<file path="config.mk">
export PLATFORM = sky130hd
export DESIGN_NAME = rtc_tick_counter
export DESIGN_NICKNAME = d
export VERILOG_FILES = /design/src/rtl/rtc_pkg.sv /design/src/rtl/rtc_tick_sync.sv /design/src/rtl/rtc_regs.sv /design/src/rtl/rtc_count_core.sv /design/src/rtl/rtc_tick_counter.sv
export SDC_FILE = /design/constraint.sdc
export NUM_CORES = 1
export LEC_CHECK = 0
export BUFFER_PORTS_ARGS = -buffer_cell sky130_fd_sc_hd__buf_4
export CAP_MARGIN = 0
export CORE_ASPECT_RATIO = 1.25
export CORE_MARGIN = 4
export CORE_UTILIZATION = 37
export CTS_CLUSTER_SIZE = 25
export DETAILED_ROUTE_END_ITERATION = 8
export GPL_ROUTABILITY_DRIVEN = 0
export GPL_TIMING_DRIVEN = 1
export PLACE_DENSITY = 0.55
export SYNTH_ARGS = -nofsm -noshare
export SYNTH_HDL_FRONTEND = slang
export SYNTH_SLANG_ARGS = --single-unit
export TNS_END_PERCENT = 1
</file>
<file path="constraint.sdc">
create_clock -name clk_i -period 3.2 [get_ports clk_i]
set_input_delay 0.64 -clock clk_i [delete_from_list [all_inputs] [get_ports clk_i]]
set_output_delay 0.64 -clock clk_i [all_outputs]
set_load 0.05 [all_outputs]
</file>
<file path="src/rtl/rtc_pkg.sv">
package rtc_pkg;
  localparam int unsigned ADDR_W = 3;
  localparam int unsigned MODE_W = 3;

  typedef enum logic [ADDR_W-1:0] {
    A_CTRL   = 3'd0,
    A_MODE   = 3'd1,
    A_MATCH  = 3'd2,
    A_LOAD   = 3'd3,
    A_MASK   = 3'd4,
    A_CLEAR  = 3'd5,
    A_COUNT  = 3'd6,
    A_STATUS = 3'd7
  } reg_addr_e;

  localparam logic [MODE_W-1:0] MODE_RTC = 3'd1;
endpackage

</file>
<file path="src/rtl/rtc_tick_sync.sv">
module rtc_tick_sync #(
  parameter int unsigned STAGES = 2
) (
  input  logic clk_i,
  input  logic rst_ni,
  input  logic tick_i,
  output logic rise_o
);
  logic [STAGES-1:0] sync_q;
  logic              last_q;

  generate
    if (STAGES == 1) begin : g_one
      always_ff @(posedge clk_i or negedge rst_ni)
        if (!rst_ni) sync_q <= '0;
        else         sync_q <= tick_i;
    end else begin : g_chain
      always_ff @(posedge clk_i or negedge rst_ni)
        if (!rst_ni) sync_q <= '0;
        else         sync_q <= {sync_q[STAGES-2:0], tick_i};
    end
  endgenerate

  always_ff @(posedge clk_i or negedge rst_ni)
    if (!rst_ni) last_q <= 1'b0;
    else         last_q <= sync_q[STAGES-1];

  assign rise_o = sync_q[STAGES-1] & ~last_q;
endmodule

</file>
<file path="src/rtl/rtc_regs.sv">
module rtc_regs
  import rtc_pkg::*;
#(
  parameter int unsigned DATA_W = 32
) (
  input  logic              clk_i,
  input  logic              rst_ni,
  input  logic              we_i,
  input  logic [ADDR_W-1:0] addr_i,
  input  logic [DATA_W-1:0] wdata_i,
  output logic              run_o,
  output logic              stall_o,
  output logic [MODE_W-1:0] mode_o,
  output logic [DATA_W-1:0] match_o,
  output logic              mask_o,
  output logic              load_o,
  output logic              clear_o
);
  logic              run_q, stall_q, mask_q;
  logic [MODE_W-1:0] mode_q;
  logic [DATA_W-1:0] match_q;

  always_ff @(posedge clk_i or negedge rst_ni) begin
    if (!rst_ni) begin
      run_q   <= 1'b0;
      stall_q <= 1'b0;
      mask_q  <= 1'b0;
      mode_q  <= '0;
      match_q <= '0;
    end else if (we_i) begin
      case (addr_i)
        A_CTRL: begin
          run_q   <= wdata_i[0];
          stall_q <= wdata_i[1];
        end
        A_MODE:  if (!run_q) mode_q  <= wdata_i[MODE_W-1:0];
        A_MATCH: if (!run_q) match_q <= wdata_i;
        A_MASK:  mask_q <= wdata_i[0];
        default: ;
      endcase
    end
  end

  assign run_o   = run_q;
  assign stall_o = stall_q;
  assign mode_o  = mode_q;
  assign match_o = match_q;
  assign mask_o  = mask_q;
  assign load_o  = we_i && (addr_i == A_LOAD);
  assign clear_o = we_i && (addr_i == A_CLEAR) && wdata_i[0];
endmodule

</file>
<file path="src/rtl/rtc_count_core.sv">
module rtc_count_core #(
  parameter int unsigned CNT_W = 32
) (
  input  logic             clk_i,
  input  logic             rst_ni,
  input  logic             rise_i,
  input  logic             active_i,
  input  logic             load_i,
  input  logic [CNT_W-1:0] load_val_i,
  input  logic [CNT_W-1:0] match_i,
  input  logic             clear_i,
  output logic [CNT_W-1:0] count_o,
  output logic             status_o,
  output logic             inc_o
);
  logic [CNT_W-1:0] count_q, count_nxt;
  logic             status_q, inc;

  assign inc       = rise_i & active_i & ~load_i;
  assign count_nxt = count_q + CNT_W'(1);

  always_ff @(posedge clk_i or negedge rst_ni)
    if (!rst_ni)     count_q <= '0;
    else if (load_i) count_q <= load_val_i;
    else if (inc)    count_q <= count_nxt;

  // set has priority over clear
  always_ff @(posedge clk_i or negedge rst_ni)
    if (!rst_ni)                           status_q <= 1'b0;
    else if (inc && count_nxt == match_i)  status_q <= 1'b1;
    else if (clear_i)                      status_q <= 1'b0;

  assign count_o  = count_q;
  assign status_o = status_q;
  assign inc_o    = inc;
endmodule

</file>
<file path="src/rtl/rtc_tick_counter.sv">
module rtc_tick_counter
  import rtc_pkg::*;
#(
  parameter int unsigned CNT_W       = 32,
  parameter int unsigned SYNC_STAGES = 2
) (
  input  logic             clk_i,
  input  logic             rst_ni,
  input  logic             tick_i,
  input  logic             halt_i,
  input  logic             reg_we_i,
  input  logic [2:0]       reg_addr_i,
  input  logic [CNT_W-1:0] reg_wdata_i,
  output logic [CNT_W-1:0] reg_rdata_o,
  output logic             irq_o
);
  logic              rise, run, stall, mask, load, clear, active, inc, sts;
  logic [MODE_W-1:0] mode;
  logic [CNT_W-1:0]  match_val, cnt;

  rtc_tick_sync #(.STAGES(SYNC_STAGES)) u_sync (
    .clk_i (clk_i),
    .rst_ni(rst_ni),
    .tick_i(tick_i),
    .rise_o(rise)
  );

  rtc_regs #(.DATA_W(CNT_W)) u_regs (
    .clk_i  (clk_i),
    .rst_ni (rst_ni),
    .we_i   (reg_we_i),
    .addr_i (reg_addr_i),
    .wdata_i(reg_wdata_i),
    .run_o  (run),
    .stall_o(stall),
    .mode_o (mode),
    .match_o(match_val),
    .mask_o (mask),
    .load_o (load),
    .clear_o(clear)
  );

  assign active = run && (mode == MODE_RTC) && !(stall && halt_i);

  rtc_count_core #(.CNT_W(CNT_W)) u_core (
    .clk_i     (clk_i),
    .rst_ni    (rst_ni),
    .rise_i    (rise),
    .active_i  (active),
    .load_i    (load),
    .load_val_i(reg_wdata_i),
    .match_i   (match_val),
    .clear_i   (clear),
    .count_o   (cnt),
    .status_o  (sts),
    .inc_o     (inc)
  );

  assign irq_o = sts & mask;

  always_comb begin
    reg_rdata_o = '0;
    case (reg_addr_i)
      A_CTRL:            reg_rdata_o[1:0]        = {stall, run};
      A_MODE:            reg_rdata_o[MODE_W-1:0] = mode;
      A_MATCH:           reg_rdata_o             = match_val;
      A_LOAD, A_COUNT:   reg_rdata_o             = cnt;
      A_MASK:            reg_rdata_o[0]          = mask;
      A_CLEAR, A_STATUS: reg_rdata_o[1:0]        = {irq_o, sts};
      default: ;
    endcase
  end
endmodule

</file>
==> results.md, run 1 <==
- Fmax: 0.391 GHz
- Slew @ Worst Pin: 0.971 ns
- Setup bufs post-CTS: 0
- CTS tree: done
- GRT overflow: 0
- Max Root-Sink Buffers: 2
- Maximum vdd ir drop: 323 uV
- R2r setup slk: 0.71 ns
- CP delay by family, top: buffers and inverters
- Most used cell along the critical path: buf_4
- H-tree depth: 3
- Vias per inst: 5.41
- Register area: 1850 um2
- Largest family of logic cells by synthesized area: simple AND/OR/NAND/NOR gates
- Kind of critical path: in -> out
- Max incr delay on CP: 0.35 ns
- Layout area overhead: 20.0%
- CP Launch Type: input port
- Hold path cells: 0
- Synth warnings: 0
- Row cnt: 46
- Layout fillers: 1292
- CTS Hold Buffers Added: 0
- Number of global-route vias before repair: 4178
- WL per Instance: 17.7 um
- P per Cell Area: 689 nW/um2
- R2r startpoint: u_core.count_o[1]
- Drt first-iter violations: 195
- Share of layout cells above drive strength 1: 26.9%
- Hold path start: u_sync.sync_q[0]
- FFs w/ async S/R, synth: 100%
- Worst-path cell chain: buf_4, xor2_1, and2_1, buf_4, a22o_1, buf_4
- Fin crit period: 2.56 ns
- Synth Area in Simple Gates: 19.2%
- Data arrival, critical path: 1.92 ns
- XOR/XNOR share of the synthesized area: 13.5%
- Clock skew: 0.00294 ns
- Mux cell area share after synthesis: 10.7%
- Yosys top cell area share: 38.1%
- IO Port Bufs: 72
- # IOs: 73
- Dominant cells by area after synthesis: dfrtp_1 38%, mux2_2 9.0%, xnor2_1 7.4%
- Cell-internal power: 0.00257 W
- Sequential area share after synthesis: 38.1%
- Initial antenna violation count: 0
- Global-route wire length before repair: 21500 um
- Num CTS Buffers: 9
- Cell taking the most area after synthesis: dfrtp_1
- Routed Antenna Nets: 0
- Combinational power share: 34.0%
- Routed wire length: 13000 um
- Reg2Reg Depth: 8
- Critical-path top delay cell: buf_4
- Hold Path Sink: u_sync.sync_q[1]
- Sequential Power Share: 36.2%
- Adder-Cell Fraction of Synth Area: 0.463%
- Max cap viols: 0
- Worst-path fanout max: 29
- Synth Area per Inst: 9.48 um2
- Initial Util: 38.1%
- Clk pwr share: 29.8%
- Number of clock sinks: 74
- Switching pwr: 0.00146 W
- Final setup viols: 0
- Root buf cell: clkbuf_16
- Slew margin rel.: 35.3%
- Post-synthesis cell count: 513
- Synthesis-stage register bit count: 74
- Number of flops mapped to enable cells by yosys: 0
- DIE HEIGHT: 136 um
- TritonRoute pass-1 iters: 5
- Final net count: 602
- Worst Path Buf+Inv: 3
- Clock latency on the worst-skew pair: 0.33 ns
- WP data required: 2.56 ns
- Antenna cells: 0
- Switching share of power: 36.2%
- Clk slew on worst S/H paths: 0.06 ns
- Yosys cell types: 57
- Ys flop type: dfrtp_1
- Worst r2r dst: u_core.status_o
- Final max-slew violation count: 0
- Total track usage: 17.5%
- Syn_nets: 554
- Post-synthesis cell area: 4860 um2
- Synth Area in Compound Gates: 13.7%
- DP Wirelength: 9270 um
- Hold Vio Cnt, Final: 0
- Die Area: 15100 um2
- Worst min path class: reg -> reg
- Post-CTS sizing: 0
- Layout Cells excl Fill: 734
- RSZ-0062 raised after global routing: false
- # DRC: 0
- Status: finished, final reports clean
- Crit end category: primary output
- Largest net degree at the start of global routing: 75
- Leakage: 2.36 nW
- # placed instances: 718
- Multi-input gate area in the final layout: 2810 um2
- Width of the die: 111 um
- Total negative slack: 0 ns
- Placeable Area: 12800 um2
- Tcrit/Tclk final: 80.0%
- Via count: 3969
[how the worst max path moves through the flow]
stage	slack [ns]	startpoint	depth (start not counted)	end
finish	0.64	reg_addr_i[0]	6	reg_rdata_o[11]
global route	0.51	u_core.count_o[1]	8	u_core.status_o
CTS	0.62	reg_addr_i[0]	6	reg_rdata_o[11]
detailed placement	0.63	reg_addr_i[0]	6	reg_rdata_o[11]
global placement	0.64	reg_addr_i[0]	6	reg_rdata_o[30]
floorplan	0.01	reg_addr_i[0]	4	reg_rdata_o[1]
[routing by layer]
| metal | track usage (%) | routed length [um] | vias up |
|---|---|---|---|
| met5 | 0 | 0 | - |
| met4 | 4.86 | 216 | 0 |
| met3 | 4.01 | 648 | 20 |
| met2 | 31.3 | 6600 | 83 |
| met1 | 21.3 | 5540 | 1948 |
| li1 | - | - | 1918 |
[area by class of cell]
| cell class | count | area share, % |
|---|---|---|
| Clock buffer | 12 | 4.39 |
| Clock inverter | 4 | 1.67 |
| Inverter | 2 | 0.129 |
| Multi-Input combinational cell | 393 | 48.1 |
| Sequential cell | 74 | 31.7 |
| Tap cell | 168 | 3.60 |
| Timing Repair Buffer | 81 | 10.4 |
[worst register-to-register path, stage by stage (launching register included)]
cell       delay (ns)
dfrtp_1          0.42
ha_1             0.31
nand4_2          0.24
nor4_2           0.37
nand2_1          0.16
mux2i_1          0.15
a2111oi_1        0.36
nand4_1          0.16
o31ai_2          0.24
[power by group through the flow]
stage	combinational, W	sequential (W)	clock [W]
floorplan	0.00119	0.00130	0
global placement	0.00136	0.00146	0
detailed placement	0.00138	0.00147	0
CTS	0.00139	0.00145	0.00123
global route	0.00150	0.00150	0.00127
finish	0.00137	0.00146	0.00120
[flip-flops by register name, indices dropped and copies added, names as in the netlist]
register and flops:
u_core.count_o 32, u_regs.match_o 32, u_regs.mode_o 3, u_sync.sync_q 2, u_core.status_o 1, u_regs.mask_o 1
u_regs.run_o 1, u_regs.stall_o 1, u_sync.last_q 1
[cell usage after synthesis, drive strengths merged (2+ instances only)]
library cell	n
and3	7
a211oi	2
mux2	39
mux2i	6
or3	2
buf	24
nor3	11
nor2	53
nand2b	6
xnor2	41
a2111oi	3
nand4	13
nand3	22
and4	4
dfrtp	74
inv	2
o22ai	4
nor4	6
o21ai	10
nand2	34
and2	6
nand4b	2
xor2	34
or2	3
o311ai	2
a21oi	38
a22o	29
clkbuf	20
nor3b	3
[placed cells by master (no fill, tap or decap), types with 10 or more instances in the layout]
master,n
dfrtp_1,74
a21oi_1,38
a22o_1,29
nand2_1,34
nand3_1,20
mux2_2,39
xor2_1,34
buf_4,81
o21ai_0,10
nor2_1,52
nand4_1,12
nor3_1,10
xnor2_1,41
[per-stage QoR]
stage / setup WS [ns] / utilization (%) / hold WS, ns / power (W) / cell area, um2
6_report: 0.640 / 45.7 / 0.348 / 0.00402 / 5840
3_3_place_gp: 0.641 / 42.9 / 0.336 / 0.00283 / 5480
2_1_floorplan: 0.00992 / - / 0.331 / 0.00249 / 4860
5_1_grt: 0.514 / 45.7 / 0.359 / 0.00426 / 5840
3_5_place_dp: 0.635 / 42.9 / 0.337 / 0.00285 / 5480
4_1_cts: 0.623 / 45.7 / 0.351 / 0.00407 / 5840
[kinds of logic after synthesis]
group / count (synthesis)
and+or+nand+nor: 175
AOI/OAI and AO/OA: 95
xor gates and xnor gates: 75
DFF: 74
buffers and inverters: 46
muxes: 46
adders and majority gates: 2
Note: power is estimated with default switching activity, not from simulation.
==> run 2, diff against run 1 <==
==> constraint.sdc (replaced) <==
create_clock -name clk_i -period 2.45 [get_ports clk_i]
set_input_delay 0.49 -clock clk_i [delete_from_list [all_inputs] [get_ports clk_i]]
set_output_delay 0.49 -clock clk_i [all_outputs]
set_load 0.05 [all_outputs]
==> run 2 against run 1 <==
Die area unchanged; count of clock-buffer cells in the layout decreased by 3; routed wire length up 5.1%; cell count increased by 5.3%; final area rose by 5.4%; combinational power rose by 57%; sequential share of layout area down 1.6 points; global-route usage up 1.1 points; utilization rose by 2.5 points; clock skew is 0.0068 ns higher; sequential power up 22%; critical path type is now reg -> out; highest routed layer unchanged.
==> results.md, run 2 (same netlist as run 1, synthesis figures left out) <==
- Status: finished, final reports clean (unchanged)
- Layout fillers: 1249 (was 1292)
- Max cap viols: 0 (unchanged)
- WP data required: 1.96 ns (was 2.56 ns)
- Maximum vdd ir drop: 408 uV (was 323 uV)
- Hold Vio Cnt, Final: 0 (unchanged)
- TritonRoute pass-1 iters: 4 (was 5)
- Num CTS Buffers: 9 (unchanged)
- Leakage: 2.54 nW (was 2.36 nW)
- Combinational power share: 40.0% (was 34.0%)
- Routed wire length: 13700 um (was 13000 um)
- Clk pwr share: 27.0% (was 29.8%)
- Initial antenna violation count: 0 (unchanged)
- Largest net degree at the start of global routing: 65 (was 75)
- Most common cell after layout, fill and taps aside: buf_4 (unchanged)
- Total chip power: 0.00539 W (was 0.00402 W)
- Critical-path top delay cell: mux4_2 (was buf_4)
- Worst-path cell chain: buf_4, mux4_2, mux2_2, buf_4 (was buf_4, xor2_1, and2_1, buf_4, a22o_1, buf_4)
- # DRC: 0 (unchanged)
- Clk slew on worst S/H paths: 0.06 ns (about the same)
- Final max-slew violation count: 0 (unchanged)
- Antenna cells: 0 (unchanged)
- CP delay by family, top: multiplexers (was buffers and inverters)
- Slew margin rel.: 54.3% (was 35.3%)
- Share of layout cells above drive strength 1: 32.1% (was 26.9%)
- Hold slack: 0.138 ns (was 0.348 ns)
- H-tree depth: 3 (unchanged)
- Placeable Area: 12800 um2 (unchanged)
- Layout area overhead: 26.5% (was 20.0%)
- Setup bufs post-CTS: 0 (unchanged)
- Worst min path class: in -> async (was reg -> reg)
- Root buf cell: clkbuf_16 (unchanged)
- Most used cell along the critical path: buf_4 (unchanged)
- Most frequent cells in the layout: 117 x buf_4, 74 x dfrtp_1, 52 x nor2_1 (was 81 x buf_4, 74 x dfrtp_1, 52 x nor2_1)
- Fin crit period: 2.34 ns
- Final net count: 641 (was 602)
- CTS tree: done (unchanged)
- Kind of critical path: reg -> out (was in -> out)
- # IOs: 73 (unchanged)
- Switching share of power: 37.4% (was 36.2%)
- Routed Antenna Nets: 0 (unchanged)
- IO Port Bufs: 72 (unchanged)
- DP Wirelength: 9970 um (was 9270 um)
- Clock skew: 0.00972 ns (was 0.00294 ns)
- DIE HEIGHT: 136 um (unchanged)
- Number of global-route vias before repair: 4334 (was 4178)
- Post-CTS sizing: 0 (unchanged)
- Final setup viols: 0 (unchanged)
- Row cnt: 46 (unchanged)
- Crit end category: primary output (unchanged)
- Clock latency on the worst-skew pair: 0.34 ns (was 0.33 ns)
- Fmax: 0.428 GHz
- GRT overflow: 0 (unchanged)
- Max Root-Sink Buffers: 2 (unchanged)
- CTS Hold Buffers Added: 0 (unchanged)
- Drt first-iter violations: 162 (was 195)
- Number of clock sinks: 74 (unchanged)
- Worst Path Buf+Inv: 2 (was 3)
- Die Area: 15100 um2 (unchanged)
- P per Cell Area: 876 nW/um2 (was 689 nW/um2)
- Total track usage: 18.6% (was 17.5%)
- Width of the die: 111 um (unchanged)
- Initial Util: 38.1% (unchanged)
- Via count: 4095 (was 3969)
- WL per Instance: 17.7 um (about the same)
- Slew @ Worst Pin: 0.685 ns (was 0.971 ns)
- RSZ-0062 raised after global routing: false (unchanged)
- Cell-internal power: 0.00337 W (was 0.00257 W)
- Vias per inst: 5.30 (was 5.41)
- Layout Cells excl Fill: 773 (was 734)
- CP Launch Type: flop (was input port)
- Switching pwr: 0.00201 W (was 0.00146 W)
- Max incr delay on CP: 0.46 ns (was 0.35 ns)
- # placed instances: 757 (was 718)
- Data arrival, critical path: 1.85 ns (was 1.92 ns)
- Global-route wire length before repair: 22500 um (was 21500 um)
- Sequential Power Share: 33.1% (was 36.2%)
- Worst-path fanout max: 4 (was 29)
- Tcrit/Tclk final: 95.5%
run 2: power by group through the flow:
stage                     clock network, W  registers, W  logic, W
after CTS                          0.00148       0.00178   0.00216
final                              0.00145       0.00178   0.00215
after floorplan                          0       0.00170   0.00155
after detailed placement                 0       0.00180   0.00215
after global placement                   0       0.00179   0.00213
after global routing               0.00153       0.00183   0.00234
run 2: worst reg2reg max path: stages (launching register included):
cell	delay (ns)
dfrtp_1	0.40
ha_1	0.21
buf_4	0.14
and4_1	0.29
nand2_1	0.12
nor4_2	0.37
xnor2_1	0.10
a21oi_1	0.18
nand4_1	0.13
o31ai_2	0.24
run 2: cell type report:
cell class	count	area [um2]	share of cell area (%)
multi-input cells	393	2820	45.8
repair buffers	120	938	15.3
inverters	2	7.51	0.122
clock buffers	9	225	3.66
flip-flops and latches	74	1850	30.1
clock inverters	7	101	1.65
well taps	168	210	3.42
run 2: final timing paths:
kind | endpoint | cells past startpoint | from | slack (ns)
max | reg_rdata_o[0] | 4 | u_core.count_o[0] | 0.11
min | u_core.count_o[24] | 1 | rst_ni | 0.14
max reg2reg | u_core.status_o | 9 | u_core.count_o[0] | 0.18
min reg2reg | u_sync.sync_q[1] | 0 | u_sync.sync_q[0] | 0.35
max in group asynchronous | u_core.count_o[4] | 2 | rst_ni | 1.71
min in group clk_i | u_sync.sync_q[0] | 1 | tick_i | 0.25
run 2: per-layer routing:
layer,GRT usage (%),part of all wire (%),vias to the layer above
met4,5.82,1.5,0
met5,0,0,-
li1,-,-,1997
met2,33.0,52,80
met1,23.1,44,2002
met3,3.38,2.8,16
run 2: through the flow:
| step | area [um2] | worst slack, ns | util (%) | setup TNS, ns |
|---|---|---|---|---|
| 3_5_place_dp | 5820 | 0.145 | 45.6 | 0 |
| 5_1_grt | 6150 | 0.00897 | 48.2 | 0 |
| 2_1_floorplan | 4870 | -0.0730 | - | -0.757 |
| 4_1_cts | 6150 | 0.102 | 48.1 | 0 |
| 6_report | 6150 | 0.111 | 48.2 | 0 |
| 3_3_place_gp | 5820 | 0.207 | 45.6 | 0 |
==> run 3, diff against run 2 <==
--- a/config.mk
+++ b/config.mk
@@ -17,5 +17,6 @@
 export PLACE_DENSITY = 0.55
 export SYNTH_ARGS = -nofsm -noshare
 export SYNTH_HDL_FRONTEND = slang
+export SYNTH_HIERARCHICAL = 1
 export SYNTH_SLANG_ARGS = --single-unit
 export TNS_END_PERCENT = 1
==> run 3 against run 2 <==
Critical endpoint is now u_core/status_o; register-to-register slack lost 0.04 ns; highest routed layer unchanged; sequential share of layout area shrank 0.24 points; die area grew 4.6%; count of clock-buffer cells in the layout grew 4.
==> results.md, run 3 <==
- Status: finished, final reports clean (unchanged)
- Global-route wire length before repair: 23300 um (was 22500 um)
- Most common cell after layout, fill and taps aside: buf_4 (unchanged)
- CP delay by family, top: simple AND/OR/NAND/NOR gates (was multiplexers)
- DP Wirelength: 10600 um (was 9970 um)
- Layout area overhead: 21.5% (was 26.5%)
- Num CTS Buffers: 9 (unchanged)
- CP Launch Type: flop (unchanged)
- Syn_nets: 573 (was 554)
- Kind of critical path: reg -> reg (was reg -> out)
- DIE HEIGHT: 139 um (was 136 um)
- CTS tree: done (unchanged)
- WP data required: 2.70 ns (was 1.96 ns)
- Slew margin rel.: 60.0% (was 54.3%)
- Total negative slack: 0 ns (unchanged)
- Final net count: 654 (was 641)
- Clock skew: 0.00616 ns (was 0.00972 ns)
- Clk slew on worst S/H paths: 0.06 ns (about the same)
- Initial antenna violation count: 0 (unchanged)
- Data arrival, critical path: 2.56 ns (was 1.85 ns)
- Width of the die: 113 um (was 111 um)
- Routed wire length: 14300 um (was 13700 um)
- Via count: 4334 (was 4095)
- Worst Path Buf+Inv: 0 (was 2)
- GRT overflow: 0 (unchanged)
- H-tree depth: 3 (unchanged)
- Fmax: 0.433 GHz (was 0.428 GHz)
- Synth warnings: 6 (was 0)
- Die Area: 15700 um2 (was 15100 um2)
- TritonRoute pass-1 iters: 6 (was 4)
- Row cnt: 47 (was 46)
- Worst min path class: in -> async (unchanged)
- Crit end category: flop (was primary output)
- Utilization after layout: 46.3% (was 48.2%)
- Synth Area per Inst: 9.59 um2 (was 9.48 um2)
- Slew @ Worst Pin: 0.600 ns (was 0.685 ns)
- Leakage: 2.53 nW (was 2.54 nW)
- Max Root-Sink Buffers: 2 (unchanged)
- Root buf cell: clkbuf_16 (unchanged)
- CTS Hold Buffers Added: 0 (unchanged)
- Share of layout cells above drive strength 1: 29.5% (was 32.1%)
- # DRC: 0 (unchanged)
- Routed Antenna Nets: 0 (unchanged)
- P per Cell Area: 775 nW/um2 (was 876 nW/um2)
- Clock latency on the worst-skew pair: 0.34 ns (about the same)
- Critical-path top delay cell: dfrtp_1 (was mux4_2)
- IO Port Bufs: 72 (unchanged)
- Max cap viols: 0 (unchanged)
- Max incr delay on CP: 0.50 ns (was 0.46 ns)
- # IOs: 73 (unchanged)
- Total track usage: 18.3% (was 18.6%)
- Hold Vio Cnt, Final: 0 (unchanged)
- Initial Util: 38.1% (about the same)
- Most frequent cells in the layout: 104 x buf_4, 74 x dfrtp_1, 56 x nand2_1 (was 117 x buf_4, 74 x dfrtp_1, 52 x nor2_1)
- Post-synthesis cell count: 532 (was 513)
- Largest net degree at the start of global routing: 65 (unchanged)
- Number of clock sinks: 74 (unchanged)
- Placeable Area: 13400 um2 (was 12800 um2)
- Vias per inst: 5.50 (was 5.30)
- WL per Instance: 18.2 um (was 17.7 um)
- Final setup viols: 0 (unchanged)
- Final max-slew violation count: 0 (unchanged)
- Number of global-route vias before repair: 4272 (was 4334)
- Fin crit period: 2.31 ns (was 2.34 ns)
- Worst-path cell chain: nand3_1, nor3_4, nand4_1, a211o_1, a211oi_2, nand4_1, o32ai_2 (was buf_4, mux4_2, mux2_2, buf_4)
- Antenna cells: 0 (unchanged)
- Post-synthesis cell area: 5100 um2 (was 4860 um2)
- Worst-path fanout max: 10 (was 4)
- Maximum vdd ir drop: 334 uV (was 408 uV)
- RSZ-0062 raised after global routing: false (unchanged)
- Most used cell along the critical path: nand4_1 (was buf_4)
- Drt first-iter violations: 216 (was 162)
- Tcrit/Tclk final: 94.2% (was 95.5%)
[run 3: through the flow]
step           area (um2)  setup slack, ns  std cells  total power, W  hold WS (ns)
6_report             6200            0.141        788         0.00481         0.120
2_1_floorplan        5100            0.174        532         0.00297         0.194
3_3_place_gp         5920           0.0542        773         0.00353         0.334
3_5_place_dp         5920           0.0324        773         0.00357         0.335
5_1_grt              6200           0.0184        788         0.00507         0.159
4_1_cts              6190           0.0966        788         0.00483         0.137
[run 3: metal layers]
metal  GRT usage (%)  vias up  part of all wire [%]
li1                -     2087                     -
met3            3.08       11                   4.0
met2            31.5      101                    52
met4            4.75        0                   1.3
met1            23.9     2135                    43
met5               0        -                     0
[run 3: worst paths after layout]
kind | from | to | slack, ns | depth (start not counted)
max in group asynchronous | rst_ni | u_core/count_o[25] | 1.74 | 2
worst min register to register | u_sync/sync_q[0] | u_sync/sync_q[1] | 0.35 | 0
worst min-delay path | rst_ni | u_regs/match_o[6] | 0.12 | 1
worst max-delay path | u_core/count_o[2] | u_core/status_o | 0.14 | 7
worst max register to register | u_core/count_o[2] | u_core/status_o | 0.14 | 7
min in group clk_i | tick_i | u_sync/sync_q[0] | 0.25 | 1
[run 3: where the power goes]
group          internal, W  switching, W
clock network     0.000735      0.000514
logic             0.000790      0.000967
registers          0.00148      0.000319
total              0.00301       0.00180
[run 3: area by class of cell]
cell class / instances / area, um2
multi-input cells: 416 / 3020
clock inverters: 2 / 12.5
repair buffers: 106 / 821
inverters: 6 / 22.5
fillers: 1317 / 7200
flip-flops and latches: 74 / 1850
clock buffers: 13 / 260
well taps: 171 / 214
[run 3: repair_timing]
action                                  4_1_cts  5_1_grt
resized for setup                             0        4
endpoints found under the setup margin        0        5
setup buffers                                 0        0
